$ cat src/rtl/iret_unwinder.sv
module iret_unwinder #(
  parameter int AW = 64,
  parameter int DW = 64
) (
  input  logic          clk,
  input  logic          rst_n,
  input  logic          req,
  input  logic [1:0]    mode,
  input  logic [1:0]    opsize,
  input  logic [1:0]    cpl,
  input  logic [AW-1:0] sp_in,
  output logic          rd_en,
  output logic [AW-1:0] rd_addr,
  input  logic [DW-1:0] rd_data,
  output logic          done,
  output logic [DW-1:0] out_ip,
  output logic [15:0]   out_cs,
  output logic [DW-1:0] out_flags,
  output logic [AW-1:0] out_sp,
  output logic [15:0]   out_ss,
  output logic          out_outer
);

  logic          busy, long_q, outer_q, pend;
  logic [1:0]    wsel_q, cpl_q;
  logic [2:0]    iidx, ridx;
  logic [AW-1:0] sp_q, addr_q;
  logic [AW-1:0] wbytes;
  logic [DW-1:0] mask, item;
  logic          last_rx;

  assign wbytes  = AW'(2) << wsel_q;
  assign mask    = (wsel_q == 2'd2) ? {DW{1'b1}} : ((DW'(1) << (16 << wsel_q)) - DW'(1));
  assign item    = rd_data & mask;
  assign rd_en   = busy && ((iidx < 3'd3) || (outer_q && iidx < 3'd5));
  assign rd_addr = addr_q;
  assign last_rx = pend && (ridx == (outer_q ? 3'd4 : 3'd2));
  assign out_outer = outer_q;

  always_ff @(posedge clk) begin
    if (!rst_n) begin
      busy <= 1'b0; long_q <= 1'b0; outer_q <= 1'b0; pend <= 1'b0;
      wsel_q <= '0; cpl_q <= '0; iidx <= '0; ridx <= '0;
      sp_q <= '0; addr_q <= '0; done <= 1'b0;
      out_ip <= '0; out_cs <= '0; out_flags <= '0; out_sp <= '0; out_ss <= '0;
    end else begin
      done <= 1'b0;
      pend <= rd_en;
      if (!busy && req) begin
        busy    <= 1'b1;
        long_q  <= mode[1];
        wsel_q  <= (mode[1] || opsize == 2'd3) ? 2'd2 : opsize;
        cpl_q   <= cpl;
        sp_q    <= sp_in;
        addr_q  <= sp_in;
        iidx    <= '0;
        ridx    <= '0;
        outer_q <= 1'b0;
        out_ss  <= '0;
      end
      if (rd_en) begin
        iidx   <= iidx + 3'd1;
        addr_q <= addr_q + wbytes;
      end
      if (pend) begin
        ridx <= ridx + 3'd1;
        case (ridx)
          3'd0: out_ip <= item;
          3'd1: begin
            out_cs  <= item[15:0];
            outer_q <= long_q || (item[1:0] > cpl_q);
          end
          3'd2: begin
            out_flags <= item;
            if (!outer_q) out_sp <= sp_q + 3 * wbytes;
          end
          3'd3: out_sp <= AW'(item);
          default: out_ss <= item[15:0];
        endcase
      end
      if (last_rx) begin
        busy <= 1'b0;
        done <= 1'b1;
      end
    end
  end

endmodule


$ cat config.mk
export PLATFORM = sky130hd
export DESIGN_NAME = iret_unwinder
export DESIGN_NICKNAME = d
export VERILOG_FILES = /design/src/rtl/iret_unwinder.sv
export SDC_FILE = /design/constraint.sdc
export NUM_CORES = 1
export LEC_CHECK = 0
export BUFFER_PORTS_ARGS = -buffer_cell sky130_fd_sc_hd__buf_2
export CAP_MARGIN = 0
export CORE_MARGIN = 2
export CORE_UTILIZATION = 45
export DETAILED_ROUTE_END_ITERATION = 16
export GPL_TIMING_DRIVEN = 0
export HOLD_SLACK_MARGIN = 0.02
export PLACE_DENSITY = 0.71
export SYNTH_ARGS = -nofsm -noshare
export SYNTH_HDL_FRONTEND = slang
export SYNTH_SLANG_ARGS = --single-unit
$ cat constraint.sdc
create_clock -name clk -period 5.7 [get_ports clk]
set_clock_uncertainty 0.1 [all_clocks]
set_input_delay 0.285 -clock clk [delete_from_list [all_inputs] [get_ports clk]]
set_output_delay 0.285 -clock clk [all_outputs]
set_load 0.01 [all_outputs]
# Yosys cells after proc, flatten, opt, wreduce, memory -nomap -nowiden
# Index checks and enable logic that the tools add are counted.
[word_totals] ff_bits=367 output_inout_bits=291 inputBits=137
[op_classes] muxes=17 n_lt_le_gt_ge=3 reduce_logical=18 bitwise_logic=2 eq_ne=7 addsub=5 shifts=3 mul=1
[op_table] operator="$mux 64" count=4
[op_table] operator="$add 64x64->64" count=2
[op_table] operator="$pmux 64 s2" count=1
[op_table] operator="$and 64x64->64" count=1
[op_table] operator="$mul 2x64->64 const A" count=1
[op_table] operator="$shl 1x32->64 const A" count=1
[op_table] operator="$shl 2x2->64 const A" count=1
[op_table] operator="$sub 64x1->64 const B" count=1
[op_table] operator="$mux 16" count=3
[op_table] operator="$shl 5x2->32 const A" count=1
[op_table] operator="$mux 3" count=4
[op_table] operator="$add 3x1->3 const B" count=2
[op_table] operator="$eq 3x2->1 const B" count=2
[op_table] operator="$reduce_and 2->1" count=3
[op_table] operator="$reduce_bool 2->1" count=3
[op_table] operator="$eq 2x2->1 const B" count=2
[op_table] operator="$logic_and 1x1->1" count=4
[op_table] operator="$mux 1" count=4
[op_table] operator="$reduce_or 4->1" count=1
[op_table] operator="$eq 3x1->1 const B" count=1
[op_table] operator="$eq 3x3->1" count=1
[op_table] operator="$logic_not 3->1" count=1
[op_table] operator="$logic_or 1x1->1" count=3
[op_table] operator="$lt 3x2->1 const B" count=1
[op_table] operator="8 further kinds" count=8

# Longest topological paths before layout
[logic_depth] ltp_word=9 ltp_mapped=14 ltp_nobuf=13

# Worst setup path before layout
# No wires, ideal clock.
[synth_path] kind="register to register" start="register wsel_q[0]" end="register out_sp[63]" required_time_ps=5466 arrival_time_ps=3223 setup_ps=134 stages_incl_launch_ff=15 period_less_slack_ps=3456 path_slack_ps=2244 path_cell_list="dfxtp_1 > ha_1 > clkbuf_1 > inv_1 > ha_1 > ha_1 > a21o_1 > ha_1 > nand3_1 > o211ai_1 > nand3_1 > clkbuf_1 > nor4_1 > xnor2_1 > o22ai_1"
[synth_via] elab_chain_len=6 elab_cells_between_ends=11
[synth_lines] item="start: declaration" line="25" source="logic [1:0] wsel_q, cpl_q;"
[synth_lines] item="start signal: assignment" line="52" source="wsel_q <= (mode[1] || opsize == 2'd3) ? 2'd2 : opsize;"
[synth_lines] item="parallel branches: the longest is 5 deep, another holds $mul 2x64->64"
[synth_lines] item="$pmux 64 s2 (*)" line="67" source="case (ridx)"
[synth_lines] item="end signal: assignment" line="75" source="if (!outer_q) out_sp <= sp_q + 3 * wbytes;"
[synth_lines] item="end signal: assignment" line="77" source="3'd3: out_sp <= AW'(item);"
[synth_lines] item="end: declaration" line="19" source="output logic [AW-1:0] out_sp,"
# Mark *: on every way between the ends. The select of a mux whose other input is x is not followed.
# A chain may end at the register's enable or synchronous reset.

# Worst setup path in the final report
# Ends and elaborated chain as after synthesis.

==> results_dict.tcl <==
set metrics [dict create \
    synth_edf_count 0 \
    final.setup.worst_slack_ns 1.30 \
    ys_seq_area_share_pct 43.7 \
    drtIter0Drc 1903 \
    cp_common_cell "ha_1" \
    vdd_drop_max_uv 212 \
    synth_most_common_cell "nand2_1" \
    drive_above_1_share_pct 18.0 \
    endpoint_kind "register" \
    finalMaxSlewViolations 0 \
    core-area_um2 36700 \
    timing.fmax_mhz 227 \
    final_net_count 2918 \
    ys_ff_latch 367 \
    hold_path.class "in2reg" \
    critPathSlowestCell "o211ai_1" \
    first_pass_iters 6 \
    relSlewSlack_pct 16.5 \
    ys_async_sr_fraction_pct 0 \
    rsz0062_at_grt "no" \
    syn_area_um2 16800 \
    status "finished, final reports clean" \
    cts_buffer_depth 3 \
    clock-sinks 367 \
    gp_congestion 0.972 \
    min_period_ns 4.40 \
    dieArea_um2 39000 \
    synth.top_cells.by_count "nand2_1 (538), dfxtp_1 (367), a21oi_1 (310)" \
    viasPerCell 5.79 \
    cts_buffers 41 \
    syn_to_final_growth_pct 30.5 \
    wl_per_cell_um 22.0 \
    cts_root_buf "clkbuf_16" \
    die_h_um 197 \
    synth.area.top_cells "dfxtp_1 (44%), nand2_1 (12%), a21oi_1 (9.2%)" \
    yosysUniqueCellTypes 64 \
    dp.cells 3069 \
    drt-total-wl_mm 71.3 \
    layoutNonFillerInstCount 3247 \
    place_hpwl_mm 53.3 \
    critical_path.max_stage_delay_ns 0.62 \
    setup_violations 0 \
    grt_max_degree 13 \
    syn_avg_cell_area_um2 7.73 \
    arrival_ns 4.73 \
    fill_cells 3375 \
    synth_ff_type "dfxtp_1" \
    clock_latency_ns 0.57 \
    crit_required_ns 6.02 \
    synth_top_cell_by_area "dfxtp_1" \
    grt-ovfl-total 0 \
    critPathMaxFanout 10 \
    num_rows 70 \
    crit_type "reg2reg" \
    cp_cell_sequence "ha_1 -> clkbuf_1 -> inv_1 -> ha_1 -> ha_1 -> a21o_1 -> ha_1 -> nand3_1 -> o211ai_1 -> nand3_1 -> clkbuf_1 -> nor4_1 -> xnor2_1 -> o22ai_1" \
    syn_inst 2176 \
    drc 0 \
    grt_first_pass_wirelength_mm 105 \
    drt.antenna.violating_nets 0 \
    track_usage_pct 35.5 \
    netlist.area_leader.share_pct 43.7 \
    fin_util_pct 59.8 \
    setup_tns_ns 0 \
    vias 18800 \
    finalHoldViolCount 0 \
    syn_nets 2343 \
    grt_antenna_before_repair 3 \
    tightest_slew_ns 1.25 \
    port_buffers 425 \
    ys_warn_count 0 \
    powerDensity_nw_per_um2 278 \
    finalCritPeriodShare_pct 77.2 \
    worst_setup_path_start_kind "register" \
    initial_core_util_pct 45.8 \
    first_global_vias 17900 \
    cts_setup_buffers 0 \
    power_leakage_nw 8.71 \
    io_pins 428 \
    place_ws_ns 1.35 \
    hold_ws_ns 0.0388 \
    drv_cap 0 \
    clk_pin_slew_ns 0.06 \
    h-tree-depth 2 \
    tritoncts "built" \
    dieWidth_um 197 \
]
[per-layer routing]
layer / track usage, % / wire length, um / part of all wire [%]
met1: 45.5 / 28900 / 41
met2: 57.1 / 32300 / 45
met3: 6.54 / 6390 / 9.0
met4: 18.0 / 3720 / 5.2
met5: 0 / 0 / 0
[state kept, by name (all words and copies together), names as in the netlist, 2 cells and up]
signal and count:
out_flags 64, sp_q 64, ridx 3, cpl_q 2, rd_addr 64, out_ip 64
iidx 3, out_ss 16, out_sp 64, out_cs 16, wsel_q 2
[metrics by stage]
stage          cell area, um^2  total power, mW
6_report                 22000             6.12
3_5_place_dp             19500             3.38
5_1_grt                  22000             6.28
3_3_place_gp             19500             3.37
2_1_floorplan            16800             3.08
4_1_cts                  22000             6.12
[layout make-up]
type	count	area (um^2)	area share, %
well taps	468	586	2.67
clock inverters	15	211	0.963
flip-flops and latches	367	7350	33.5
multi-input cells	1622	8770	39.9
inverters	31	116	0.530
repair buffers	532	3200	14.6
plain buffers	156	592	2.69
clock buffers	53	1130	5.16
diodes	3	7.51	0.0342
[what timing repair did]
item                                   CTS  global route
resized for setup                        0             0
hold buffers                           107             0
endpoints found under the hold margin  201             0
[placed cells by master, fill, tap and decap left out, types with 52 or more instances in the layout]
master / count
nand2_1: 538
buf_2: 426
dfxtp_1: 367
a21oi_1: 310
clkbuf_1: 148
dlygate4sd3_1: 107
nand3_1: 85
nor2_1: 69
xnor2_1: 61
and3_1: 57
nor2b_1: 52
o22ai_1: 52
[worst paths after layout]
path,from,end,slack (ns),cells past startpoint
worst max-delay path,wsel_q[0]$_SDFFE_PN0P_,out_sp[63]$_SDFFE_PN0P_,1.30,14
worst min-delay path,rd_data[63],out_flags[63]$_SDFFE_PN0P_,0.04,4
worst max register to register,wsel_q[0]$_SDFFE_PN0P_,out_sp[63]$_SDFFE_PN0P_,1.30,14
worst min register to register,out_flags[21]$_SDFFE_PN0P_,out_flags[21]$_SDFFE_PN0P_,0.35,2
[power breakdown]
part / switching (mW) / total (mW) / leakage (nW) / internal (mW)
clock: 1.09 / 2.71 / 0.665 / 1.62
combinational: 0.422 / 0.667 / 5.06 / 0.245
sequential: 0.0961 / 2.74 / 2.98 / 2.64
total: 1.61 / 6.12 / 8.71 / 4.51
[logic make-up (layout without fill, tap and decap cells)]
logic type | count (synthesis) | after routing | share of synthesized area [%]
AOI/OAI and AO/OA | 529 | 529 | 18.0
xor gates and xnor gates | 81 | 81 | 4.22
adders and majority gates | 30 | 30 | 2.28
buffers and inverters | 187 | 787 | 4.21
DFF | 367 | 367 | 43.7
muxes | 16 | 16 | 0.997
other | 0 | 3 | 0
and+or+nand+nor | 966 | 966 | 26.6
[worst max-delay path: cells and delay by family, from the launching register on]
family	cells	cell delay (ns)
AOI/OAI and AO/OA	3	0.87
xor gates and xnor gates	1	0.20
adders and majority gates	4	1.00
buffers and inverters	3	0.68
DFF	1	0.44
and+or+nand+nor	3	0.96
Note: power is estimated with default switching activity, not from simulation.
